<file path="config.mk">
export PLATFORM = sky130hd
export DESIGN_NAME = sdram_intr_sched
export DESIGN_NICKNAME = d
export VERILOG_FILES = /design/src/rtl/sdram_intr_pkg.sv /design/src/rtl/sdram_intr_burst.sv /design/src/rtl/sdram_intr_rdpath.sv /design/src/rtl/sdram_intr_bank_pre.sv /design/src/rtl/sdram_intr_sched.sv
export SDC_FILE = /design/constraint.sdc
export NUM_CORES = 1
export LEC_CHECK = 0
export BUFFER_PORTS_ARGS = -buffer_cell sky130_fd_sc_hd__clkbuf_2
export CORE_UTILIZATION = 50
export DETAILED_ROUTE_END_ITERATION = 8
export PLACE_DENSITY = 0.79
export SLEW_MARGIN = 5
export SYNTH_ARGS = -nofsm -noshare
export SYNTH_HDL_FRONTEND = slang
export SYNTH_SLANG_ARGS = --single-unit
</file>
<file path="constraint.sdc">
create_clock -name clk -period 3.85 [get_ports clk]
set_input_delay 0.77 -clock clk [delete_from_list [all_inputs] [get_ports clk]]
set_output_delay 0.77 -clock clk [all_outputs]
set_load 0.01 [all_outputs]
</file>
<file path="src/rtl/sdram_intr_pkg.sv">
package sdram_intr_pkg;
  localparam int CL_MAX = 3;
  localparam int LEAD_W = 2;

  typedef struct packed {
    logic live;
    logic write;
    logic ap;
  } burst_t;

  function automatic logic [LEAD_W-1:0] lead_needed(input logic ap);
    return ap ? 2'd2 : 2'd1;
  endfunction
endpackage

</file>
<file path="src/rtl/sdram_intr_burst.sv">
module sdram_intr_burst
  import sdram_intr_pkg::*;
#(
  parameter int BURST_LEN = 4,
  parameter int BANK_W    = 2
) (
  input  logic              clk,
  input  logic              rst_n,
  input  logic              grant,
  input  logic              g_write,
  input  logic [BANK_W-1:0] g_bank,
  input  logic              g_ap,
  output logic              rd_src,
  output logic              rd_pending,
  output logic              dq_oe,
  output logic              end_evt,
  output logic [BANK_W-1:0] end_bank,
  output logic              end_wr,
  output logic              end_ap,
  output logic              cur_live,
  output logic              cur_ap
);
  localparam int CNT_W = (BURST_LEN > 2) ? $clog2(BURST_LEN) : 1;

  burst_t            cur_q, cur_d;
  logic [CNT_W-1:0]  cnt_q, cnt_d;
  logic [BANK_W-1:0] bank_q, bank_d;
  logic              beat_more;

  assign beat_more  = cur_q.live && (cnt_q != '0);
  assign end_evt    = cur_q.live && ((cnt_q == '0) || grant);
  assign end_bank   = bank_q;
  assign end_wr     = cur_q.write;
  assign end_ap     = cur_q.ap;
  assign cur_live   = cur_q.live;
  assign cur_ap     = cur_q.ap;
  assign rd_pending = beat_more && !cur_q.write;
  assign rd_src     = (grant && !g_write) || (beat_more && !cur_q.write && !grant);
  assign dq_oe      = (grant && g_write) || (beat_more && cur_q.write && !grant);

  always_comb begin
    cur_d  = cur_q;
    cnt_d  = cnt_q;
    bank_d = bank_q;
    if (grant) begin
      cur_d  = '{live: 1'b1, write: g_write, ap: g_ap};
      cnt_d  = CNT_W'(BURST_LEN - 1);
      bank_d = g_bank;
    end else if (end_evt) begin
      cur_d.live = 1'b0;
    end else if (beat_more) begin
      cnt_d = cnt_q - 1'b1;
    end
  end

  always_ff @(posedge clk or negedge rst_n) begin
    if (!rst_n) begin
      cur_q  <= '0;
      cnt_q  <= '0;
      bank_q <= '0;
    end else begin
      cur_q  <= cur_d;
      cnt_q  <= cnt_d;
      bank_q <= bank_d;
    end
  end

  // once a READ is issued, the controller stops driving unless a new WRITE is issued
  a_r6_oe_stops_after_read: assert property (@(posedge clk) disable iff (!rst_n)
    (grant && !g_write) |=> (!dq_oe || (grant && g_write)));
endmodule

</file>
<file path="src/rtl/sdram_intr_rdpath.sv">
module sdram_intr_rdpath
  import sdram_intr_pkg::*;
(
  input  logic clk,
  input  logic rst_n,
  input  logic cl3,
  input  logic rd_src,
  input  logic rd_pending,
  input  logic rd_grant,
  input  logic rd_grant_ap,
  input  logic wr_grant,
  input  logic wr_wait,
  output logic rd_busy,
  output logic lead_ok,
  output logic dqm,
  output logic rd_valid
);
  logic [CL_MAX-1:0] sh_q, sh_d, win;
  logic [LEAD_W-1:0] lead_q, lead_d;
  logic              dqm_q, ap_q, ap_d;
  logic [1:0]        head_idx;

  for (genvar i = 0; i < CL_MAX; i++) begin : g_win
    assign win[i] = (i < 2) ? 1'b1 : cl3;
  end

  assign head_idx = cl3 ? 2'd2 : 2'd1;
  assign rd_busy  = rd_pending || ((sh_q & win) != '0);
  assign lead_ok  = !rd_busy || (lead_q >= lead_needed(ap_q));
  assign dqm      = wr_wait && !lead_ok;
  assign rd_valid = sh_q[head_idx] && !dqm_q;

  always_comb begin
    sh_d   = wr_grant ? '0 : {sh_q[CL_MAX-2:0], rd_src};
    lead_d = dqm ? ((lead_q == 2'd2) ? 2'd2 : lead_q + 2'd1) : 2'd0;
    ap_d   = rd_grant ? rd_grant_ap : ap_q;
  end

  always_ff @(posedge clk or negedge rst_n) begin
    if (!rst_n) begin
      sh_q   <= '0;
      lead_q <= '0;
      dqm_q  <= 1'b0;
      ap_q   <= 1'b0;
    end else begin
      sh_q   <= sh_d;
      lead_q <= lead_d;
      dqm_q  <= dqm;
      ap_q   <= ap_d;
    end
  end

  // a write cutting into read traffic was preceded by a mask cycle
  a_r4_mask_before_write: assert property (@(posedge clk) disable iff (!rst_n)
    (wr_grant && rd_busy) |-> $past(dqm));
  // after an auto-precharge read the mask leads by two cycles
  a_r5_two_cycle_mask: assert property (@(posedge clk) disable iff (!rst_n)
    (wr_grant && rd_busy && ap_q) |-> ($past(dqm) && $past(dqm, 2)));
endmodule

</file>
<file path="src/rtl/sdram_intr_bank_pre.sv">
module sdram_intr_bank_pre #(
  parameter int PRE_CYC = 3
) (
  input  logic       clk,
  input  logic       rst_n,
  input  logic       start_rd,
  input  logic       start_wr,
  input  logic [1:0] wr_rec,
  output logic       busy
);
  localparam int BC_W = $clog2(PRE_CYC + 1);

  logic [1:0]      wait_q, wait_d;
  logic [BC_W-1:0] bcnt_q, bcnt_d;

  assign busy = (wait_q != '0) || (bcnt_q != '0);

  always_comb begin
    wait_d = wait_q;
    bcnt_d = bcnt_q;
    if (bcnt_q != '0) bcnt_d = bcnt_q - 1'b1;
    if (start_rd) begin
      bcnt_d = BC_W'(PRE_CYC);
    end else if (start_wr) begin
      wait_d = wr_rec;
    end else if (wait_q == 2'd1) begin
      wait_d = 2'd0;
      bcnt_d = BC_W'(PRE_CYC);
    end else if (wait_q != 2'd0) begin
      wait_d = wait_q - 2'd1;
    end
  end

  always_ff @(posedge clk or negedge rst_n) begin
    if (!rst_n) begin
      wait_q <= '0;
      bcnt_q <= '0;
    end else begin
      wait_q <= wait_d;
      bcnt_q <= bcnt_d;
    end
  end

  // a bank never starts a new precharge while one is still running
  a_r9_start_on_idle_bank: assert property (@(posedge clk) disable iff (!rst_n)
    (start_rd || start_wr) |-> !busy);
endmodule

</file>
<file path="src/rtl/sdram_intr_sched.sv">
module sdram_intr_sched
  import sdram_intr_pkg::*;
#(
  parameter int NUM_BANKS = 4,
  parameter int BURST_LEN = 4,
  parameter int PRE_CYC   = 3,
  localparam int BANK_W   = (NUM_BANKS > 1) ? $clog2(NUM_BANKS) : 1
) (
  input  logic                 clk,
  input  logic                 rst_n,
  input  logic                 req_valid,
  input  logic                 req_write,
  input  logic [BANK_W-1:0]    req_bank,
  input  logic                 req_ap,
  input  logic [1:0]           cfg_cas_lat,
  input  logic [1:0]           cfg_wr_rec,
  output logic                 req_ready,
  output logic                 cmd_valid,
  output logic                 cmd_write,
  output logic [BANK_W-1:0]    cmd_bank,
  output logic                 cmd_ap,
  output logic                 dqm,
  output logic                 dq_oe,
  output logic                 rd_valid,
  output logic [NUM_BANKS-1:0] pre_busy
);
  logic              cl3, bank_block, grant, wr_wait;
  logic [1:0]        wr_rec_eff;
  logic              rd_src, rd_pending, rd_busy, lead_ok;
  logic              end_evt, end_wr, end_ap, cur_live, cur_ap;
  logic [BANK_W-1:0] end_bank;

  assign cl3        = (cfg_cas_lat == 2'd3);
  assign wr_rec_eff = (cfg_wr_rec == 2'd0) ? 2'd1 : cfg_wr_rec;

  // the running burst's bank is end_bank until it ends
  assign bank_block = pre_busy[req_bank] || (cur_live && cur_ap && (end_bank == req_bank));
  assign req_ready  = !bank_block && (!req_write || lead_ok);
  assign grant      = req_valid && req_ready;
  assign wr_wait    = req_valid && req_write && !bank_block;

  assign cmd_valid = grant;
  assign cmd_write = grant && req_write;
  assign cmd_bank  = grant ? req_bank : '0;
  assign cmd_ap    = grant && req_ap;

  sdram_intr_burst #(.BURST_LEN(BURST_LEN), .BANK_W(BANK_W)) u_burst (
    .clk        (clk),
    .rst_n      (rst_n),
    .grant      (grant),
    .g_write    (req_write),
    .g_bank     (req_bank),
    .g_ap       (req_ap),
    .rd_src     (rd_src),
    .rd_pending (rd_pending),
    .dq_oe      (dq_oe),
    .end_evt    (end_evt),
    .end_bank   (end_bank),
    .end_wr     (end_wr),
    .end_ap     (end_ap),
    .cur_live   (cur_live),
    .cur_ap     (cur_ap)
  );

  sdram_intr_rdpath u_rdpath (
    .clk         (clk),
    .rst_n       (rst_n),
    .cl3         (cl3),
    .rd_src      (rd_src),
    .rd_pending  (rd_pending),
    .rd_grant    (grant && !req_write),
    .rd_grant_ap (req_ap),
    .wr_grant    (grant && req_write),
    .wr_wait     (wr_wait),
    .rd_busy     (rd_busy),
    .lead_ok     (lead_ok),
    .dqm         (dqm),
    .rd_valid    (rd_valid)
  );

  for (genvar b = 0; b < NUM_BANKS; b++) begin : g_bank
    logic hit;
    assign hit = end_evt && end_ap && (end_bank == BANK_W'(b));
    sdram_intr_bank_pre #(.PRE_CYC(PRE_CYC)) u_pre (
      .clk      (clk),
      .rst_n    (rst_n),
      .start_rd (hit && !end_wr),
      .start_wr (hit && end_wr),
      .wr_rec   (wr_rec_eff),
      .busy     (pre_busy[b])
    );
  end

  // controller and device never drive the data bus together
  a_r10_no_bus_clash: assert property (@(posedge clk) disable iff (!rst_n)
    !(rd_valid && dq_oe));
  // no command reaches a bank that is precharging
  a_r9_no_cmd_to_busy: assert property (@(posedge clk) disable iff (!rst_n)
    cmd_valid |-> !pre_busy[cmd_bank]);
  // commands only appear for presented requests
  a_r2_cmd_needs_req: assert property (@(posedge clk) disable iff (!rst_n)
    cmd_valid |-> req_valid);
endmodule

</file>
==> results of run 1 <==
==> cell type report <==
cell class                      count  share of cell area [%]
Timing Repair Buffer               23                    5.92
Inverter                           22                    4.25
Tap cell                           46                    2.96
Multi-Input combinational cell    107                    45.2
Clock inverter                      1                   0.257
Clock buffer                        7                    2.83
Sequential cell                    30                    38.6
==> placed cells by master, fill, tap and decap left out, types with 5 or more instances in the layout <==
cell type  instances
mux2_1             5
nand2_1           18
and2_1             8
o21ai_0            5
nor2_1             8
clkbuf_4           5
ha_1              12
a221o_1            5
inv_1             20
dfrtp_1           30
clkbuf_2          23
==> kinds of logic (layout without fill, tap and decap cells) <==
group	Yosys count	in the layout	share of synthesized area (%)
flops	30	30	43.1
fa+ha+maj	12	12	8.62
mux	9	9	5.53
buf+inv	26	53	6.47
xor+xnor	3	3	1.51
simple gates	57	57	20.7
compound gates	26	26	14.1
==> sequential cells by signal (all words and copies together) (netlist names) <==
register             count
g_bank.u_pre.bcnt_q      8
g_bank.u_pre.wait_q      8
u_burst.cnt_q            2
u_burst.cur_ap           1
u_burst.cur_live         1
u_burst.end_bank         2
u_burst.end_wr           1
u_rdpath.ap_q            1
u_rdpath.dqm_q           1
u_rdpath.lead_q          2
u_rdpath.sh_q            3
==> metrics by stage <==
step	area [um2]	util [%]	instances	setup slack (ps)
2_1_floorplan	1740	-	163	973
3_3_place_gp	1880	56.5	228	752
3_5_place_dp	1880	56.5	228	641
4_1_cts	1940	58.3	236	265
5_1_grt	1940	58.3	236	10.7
6_report	1940	58.3	236	253
==> metal layers <==
| layer | up-vias | global-route usage [%] | share of wire [%] |
|---|---|---|---|
| met5 | - | 0 | 0 |
| met4 | 0 | 11.0 | 2.1 |
| met3 | 7 | 6.93 | 4.0 |
| met2 | 22 | 33.2 | 50 |
| met1 | 617 | 26.3 | 44 |
| li1 | 627 | - | - |
==> final timing paths <==
kind,startpoint,end,cells past startpoint
max,g_bank[0].u_pre.wait_q[0],dq_oe,9
min,rst_n,g_bank[0].u_pre.wait_q[0],1
max reg2reg,g_bank[0].u_pre.wait_q[0],g_bank[2].u_pre.wait_q[0],8
min reg2reg,g_bank[3].u_pre.bcnt_q[0],g_bank[3].u_pre.bcnt_q[0],1
max in group asynchronous,rst_n,g_bank[2].u_pre.bcnt_q[0],1
min in group clk,g_bank[3].u_pre.bcnt_q[0],g_bank[3].u_pre.bcnt_q[0],1
==> power by group <==
part	switching, mW	total, mW	internal (mW)	leakage (nW)
logic	0.385	0.699	0.314	0.554
clock network	0.109	0.197	0.0883	0.0353
registers	0.107	0.565	0.458	0.371
==> flow_summary.toml, run 1 <==
[setup_path]
start_kind = "flip-flop"
crit_arrival_ps = 2830
worst-path-max-fanout = 9
cp.required_ps = 3080
crit_chain = "inv_1 > ha_1 > or3b_4 > a221oi_4 > nand4_1 > inv_2 > nand2_1 > o21ai_0 > clkbuf_2"
crit_path_end_kind = "output port"
crit_family = "simple AND/OR/NAND/NOR gates"
cp_slowest_cell = "or3b_4"
critical_path.max_stage_delay_ps = 430
reg2reg_slack_ps = 780
worst-path-buf-inv = 3
path_class = "reg -> out"

[final_layout]
area_delta_synth_final_pct = 11.6
drive_above_1_share_pct = 20.5
nets = 212
n_fill_cell = 281
regArea_um2 = 751
multi_input_area_um2 = 878
diodes = 0

[synthesis]
synth_seq_cells = 30
synth-seq-area-share_pct = 43.1
synth_area_leaders = "dfrtp_1, ha_1, inv_1"
synth_edf_count = 0
syn-cell-area_um2 = 1740
synth_flop_cell = "dfrtp_1"
yosysUniqueCellTypes = 37
yosysWarnings = 0
ys_async_sr_fraction_pct = 100
syn_avg_cell_area_um2 = 10.7
yosysTopAreaCell = "dfrtp_1"
synthTopCellsByCount = "dfrtp_1, inv_1, nand2_1"
synthCells = 163
synth_nets = 186
yosysMostFrequentCell = "dfrtp_1"
synth_top_area_share_pct = 43.1

[floorplan]
die_y_um = 61.0
core-area_um2 = 3340
initial_utilization_pct = 52.2
fp.dieArea_um2 = 3720
dieWidth_um = 61.0
row_count = 21
num_io_pins = 24

[global_route]
grt_pass1_wl_mm = 5.54
track_usage_pct = 21.3
antenna_found_initial = 0
grt_pass1_vias = 1237
grt_max_degree = 31
overflow = 0

[cts]
cts-hold-fix-buffers = 0
clk_pin_slew_ps = 90
clock_sinks = 30
root_buffer = "clkbuf_4"
clk_latency_ps = 340
numCtsBuffers = 5
cts_buffer_depth = 2
postCtsSetupBuffers = 0
post_cts_resized = 0
cts_tree = "built"
htreeDepth = 2

[power]
peakVddDrop_mv = 0.388
power.total_mw = 1.46
p_per_area_nw_per_um2 = 751
p_leak_nw = 0.961

[timing]
holdWs_ps = 476
max_freq_mhz = 278
rsz0062_at_grt = "no"
worst_pin_slew_ps = 732
finalSetupViolations = 0
fin_crit_sh_pct = 93.4
final.min_clock_period_ps = 3600
final_max_slew_viol_count = 0
hold_violations = 0
setup_tns_ps = 0
fin_skew_ps = 7.57
slew_headroom_pct = 51.2

[routing]
drt-pass1-iter-count = 4
drc = 0
drt_iter0_drc = 51
vias_per_cell = 5.39
avgRoutedWirePerCell_um = 14.2
wirelength_mm = 3.34
num_vias = 1273
ant_nets = 0

[outcome]
status = "completed"

[place]
hpwl_mm = 2.54
port_buffers = 23
gp_routability_congestion = 0.745

[run]
cap_viol_max_count = 0

[worst_hold_path]
worst_hold_path_type = "in -> async"
Note: power is estimated with default switching activity, not from simulation.
==> run 2, diff against run 1 <==
--- a/config.mk
+++ b/config.mk
@@ -6,9 +6,11 @@
 export NUM_CORES = 1
 export LEC_CHECK = 0
 export BUFFER_PORTS_ARGS = -buffer_cell sky130_fd_sc_hd__clkbuf_2
-export CORE_UTILIZATION = 50
+export CELL_PAD_IN_SITES_DETAIL_PLACEMENT = 1
+export CELL_PAD_IN_SITES_GLOBAL_PLACEMENT = 2
+export CORE_UTILIZATION = 37
 export DETAILED_ROUTE_END_ITERATION = 8
-export PLACE_DENSITY = 0.79
+export PLACE_DENSITY_LB_ADDON = 0.12
 export SLEW_MARGIN = 5
 export SYNTH_ARGS = -nofsm -noshare
 export SYNTH_HDL_FRONTEND = slang
==> flow_summary.toml, run 2 (synthesis results as in run 1) <==
[timing]
fin_skew_ps = 6.66
rsz0062_at_grt = "no"
max_freq_mhz = 280
finalSetupViolations = 0
worst_pin_slew_ps = 776
hold_violations = 0
final_max_slew_viol_count = 0
slew_headroom_pct = 48.2
fin_crit_sh_pct = 92.7
holdWs_ps = 473
setup_tns_ps = 0
final.min_clock_period_ps = 3570

[worst_hold_path]
holdPathEnd = "g_bank[1].u_pre.bcnt_q[0]"
holdPathStages = 1
hp-start = "g_bank[1].u_pre.bcnt_q[0]"
worst_hold_path_type = "reg -> reg"

[power]
p_leak_nw = 0.984
peakVddDrop_mv = 0.359
p_per_area_nw_per_um2 = 799
power.total_mw = 1.60

[routing]
drt_iter0_drc = 65
vias_per_cell = 5.37
topRoutingLayerUsed = "met4"
wl_met1_mm = 1.84
met2_length_mm = 1.94
wl_met3_um = 111
avgRoutedWirePerCell_um = 16.2
drc = 4
num_vias = 1300
ant_nets = 0
drt-pass1-iter-count = 8
wirelength_mm = 3.91

[cts]
root_buffer = "clkbuf_8"
clk_latency_ps = 280
numCtsBuffers = 5
postCtsSetupBuffers = 0
cts_tree = "built"
cts-hold-fix-buffers = 0
post_cts_resized = 0
cts_buffer_depth = 2
clk_pin_slew_ps = 70
clock_sinks = 30
htreeDepth = 2

[floorplan]
row_count = 24
fp.dieArea_um2 = 4990
initial_utilization_pct = 39.2
dieWidth_um = 70.6
die_y_um = 70.6
core-area_um2 = 4440
num_io_pins = 24

[setup_path]
start_kind = "flip-flop"
worst-path-max-fanout = 9
r2r_cells = 8
crit_path_end_kind = "output port"
r2r_end = "g_bank[2].u_pre.wait_q[0]"
timing.rr.start = "g_bank[1].u_pre.wait_q[0]"
crit_arrival_ps = 2800
path_class = "reg -> out"
cp.required_ps = 3080
reg2reg_slack_ps = 750

[run]
cap_viol_max_count = 0

[global_route]
overflow = 0
track_usage_pct = 17.8
antenna_found_initial = 0
grt_pass1_wl_mm = 6.93
grt_max_degree = 31
grt_pass1_vias = 1401

[outcome]
violations = "design-rule violations"
status = "finished with violations"

[place]
port_buffers = 23
gp_routability_congestion = 0.781
hpwl_mm = 3.05

[final_layout]
final_common_cell = "dfrtp_1"
drive_above_1_share_pct = 21.1
multi_input_area_um2 = 878
nets = 212
regArea_um2 = 751
top_regs = "g_bank.u_pre.bcnt_q (8), g_bank.u_pre.wait_q (8), u_rdpath.sh_q (3)"
n_fill_cell = 517
final_cell_mix = "dfrtp_1, clkbuf_2, inv_1, nand2_1, ha_1"
area_delta_synth_final_pct = 14.9
diodes = 0
-- run 2: changes by cell type in the layout (fill, tap and decap cells not counted), sizes merged --
cell and change:
bufinv +1, clkinv +1, clkbuf -2
-- run 2: how the worst max path moves through the flow --
| stage | to | slack [ps] | from |
|---|---|---|---|
| CTS | dq_oe | 240 | g_bank[1].u_pre.wait_q[0] |
| floorplan | dq_oe | 970 | g_bank[0].u_pre.wait_q[0] |
| detailed placement | dq_oe | 560 | g_bank[1].u_pre.wait_q[0] |
| finish | dq_oe | 280 | g_bank[1].u_pre.wait_q[0] |
| global placement | dq_oe | 680 | g_bank[1].u_pre.wait_q[0] |
| global route | dq_oe | 30 | g_bank[1].u_pre.wait_q[0] |
-- run 2: layout make-up --
type | instances | share of cell area (%)
Timing Repair Buffer | 23 | 5.75
Inverter | 22 | 4.13
Clock inverter | 3 | 2.00
Multi-Input combinational cell | 107 | 43.9
Tap cell | 52 | 3.25
Sequential cell | 30 | 37.5
Clock buffer | 5 | 3.44
-- run 2: metal layers --
metal | vias to the layer above | GRT usage [%]
met2 | 16 | 29.7
met3 | 5 | 4.13
met5 | - | 0
met4 | 0 | 3.33
met1 | 658 | 23.9
li1 | 621 | -
-- run 2: report_power, final --
group          internal, mW  switching [mW]  total [mW]
clock                 0.190           0.123       0.314
combinational         0.317           0.396       0.712
sequential            0.459           0.114       0.573
total                 0.966           0.633        1.60
-- run 2: stage by stage --
stage          setup WS, ps  area (um2)  util, %  instances
4_1_cts                 240        2000     45.0        242
2_1_floorplan           973        1740        -        163
6_report                279        2000     45.0        242
3_3_place_gp            684        1890     42.6        234
5_1_grt                30.0        2000     45.0        242
3_5_place_dp            565        1890     42.6        234
-- run 2: critical path, cell delays in order (launching register included) --
cell and delay, ps:
dfrtp_1 420, inv_1 70, ha_1 200, or3b_1 470, a221oi_4 340, nand4_1 420
inv_2 230, nand2_1 130, o21ai_0 90, clkbuf_2 150
==> run 3, diff against run 2 <==
--- a/config.mk
+++ b/config.mk
@@ -10,6 +10,7 @@
 export CELL_PAD_IN_SITES_GLOBAL_PLACEMENT = 2
 export CORE_UTILIZATION = 37
 export DETAILED_ROUTE_END_ITERATION = 8
+export MAX_ROUTING_LAYER = met4
 export PLACE_DENSITY_LB_ADDON = 0.12
 export SLEW_MARGIN = 5
 export SYNTH_ARGS = -nofsm -noshare
==> flow_summary.toml, run 3 (synthesis results as in run 1) <==
[floorplan]
row_count = 24
fp.dieArea_um2 = 4990
initial_utilization_pct = 39.2
dieWidth_um = 70.6
die_y_um = 70.6
num_io_pins = 24
core-area_um2 = 4440

[cts]
cts-hold-fix-buffers = 0
clk_pin_slew_ps = 70
root_buffer = "clkbuf_8"
clk_latency_ps = 280
numCtsBuffers = 5
cts_buffer_depth = 2
post_cts_resized = 0
htreeDepth = 2
cts_tree = "built"
clock_sinks = 30
postCtsSetupBuffers = 0

[global_route]
track_usage_pct = 18.3
grt_pass1_vias = 1401
overflow = 0
grt_pass1_wl_mm = 6.93
grt_max_degree = 31
antenna_found_initial = 0

[final_layout]
area_delta_synth_final_pct = 14.9
nets = 212
n_fill_cell = 517
final_cell_mix = "dfrtp_1, clkbuf_2, inv_1, nand2_1, ha_1"
top_regs = "g_bank.u_pre.bcnt_q (8), g_bank.u_pre.wait_q (8), u_rdpath.sh_q (3)"
stdcell_area_um2 = 2000
diodes = 0
drive_above_1_share_pct = 21.1
final_common_cell = "dfrtp_1"

[timing]
holdWs_ps = 473
finalSetupViolations = 0
setup_tns_ps = 0
max_freq_mhz = 280
fin_crit_sh_pct = 92.8
rsz0062_at_grt = "no"
slew_headroom_pct = 48.3
final.min_clock_period_ps = 3570
fin_skew_ps = 6.82
hold_violations = 0
final_max_slew_viol_count = 0
worst_pin_slew_ps = 775

[routing]
wl_met1_mm = 1.82
wirelength_mm = 3.90
drt-pass1-iter-count = 8
topRoutingLayerUsed = "met4"
met2_length_mm = 1.94
ant_nets = 0
vias_per_cell = 5.38
drc = 4
num_vias = 1302
wl_met3_um = 109
avgRoutedWirePerCell_um = 16.1
drt_iter0_drc = 44

[place]
gp_routability_congestion = 0.791
placed_cell_area_um2 = 1890
hpwl_mm = 3.05
port_buffers = 23

[setup_path]
crit_path_end_kind = "output port"
crit_chain = "inv_1 > ha_1 > or3b_1 > a221oi_4 > nand4_1 > inv_2 > nand2_1 > o21ai_0 > clkbuf_2"
path_class = "reg -> out"
crit_arrival_ps = 2800
critical_path.max_stage_delay_ps = 470
start_kind = "flip-flop"
cp.required_ps = 3080
worst-path-max-fanout = 9
cp_slowest_cell = "or3b_1"

[power]
peakVddDrop_mv = 0.359
power.total_mw = 1.60
p_per_area_nw_per_um2 = 799
p_leak_nw = 0.984

[run]
cap_viol_max_count = 0

[outcome]
status = "finished with violations"
violations = "design-rule violations"

[worst_hold_path]
worst_hold_path_type = "reg -> reg"
run 3: cell counts in the layout (fill, tap and decap cells not counted):
No cell type changed its count.
run 3: per-layer routing:
layer	vias up	track usage [%]
met2	14	29.8
li1	623	-
met5	-	-
met4	0	3.33
met1	660	23.7
met3	5	4.13
run 3: worst paths after layout:
check | startpoint | to | slack (ps) | cells past startpoint
max in group asynchronous | rst_n | u_rdpath.sh_q[0] | 2800 | 1
setup reg to reg | g_bank[1].u_pre.wait_q[0] | g_bank[2].u_pre.wait_q[0] | 760 | 8
min in group asynchronous | rst_n | g_bank[3].u_pre.bcnt_q[1] | 560 | 1
hold reg to reg | g_bank[1].u_pre.bcnt_q[0] | g_bank[1].u_pre.bcnt_q[0] | 470 | 1
hold / removal | g_bank[1].u_pre.bcnt_q[0] | g_bank[1].u_pre.bcnt_q[0] | 470 | 1
setup / recovery | g_bank[1].u_pre.wait_q[0] | dq_oe | 280 | 9
run 3: final cells by class:
class / count / area, um2 / area share [%]
multi-input combinational: 107 / 878 / 43.9
timing repair buffer: 23 / 115 / 5.75
clock inverter: 3 / 40.0 / 2.00
inverter: 22 / 82.6 / 4.13
clock buffer: 5 / 68.8 / 3.44
tap: 52 / 65.1 / 3.25
sequential: 30 / 751 / 37.5
run 3: report_power, final:
| group | leakage (nW) | switching [mW] | total [mW] | internal, mW |
|---|---|---|---|---|
| registers | 0.371 | 0.114 | 0.573 | 0.459 |
| clock network | 0.0579 | 0.124 | 0.314 | 0.190 |
| logic | 0.554 | 0.394 | 0.711 | 0.316 |
| total | 0.984 | 0.632 | 1.60 | 0.966 |
run 3: metrics by stage:
stage	cells	util [%]	setup WS (ps)
after floorplan	163	-	973
after global placement	234	42.6	684
after detailed placement	234	42.6	565
after CTS	242	45.0	240
after global routing	242	45.0	30.0
final	242	45.0	277
run 3: critical path, delay by kind of cell (launching register included):
| kind | cells | cell delay (ps) |
|---|---|---|
| compound gates | 2 | 430 |
| fa+ha+maj | 1 | 200 |
| buf+inv | 3 | 450 |
| flops | 1 | 420 |
| simple gates | 3 | 1020 |
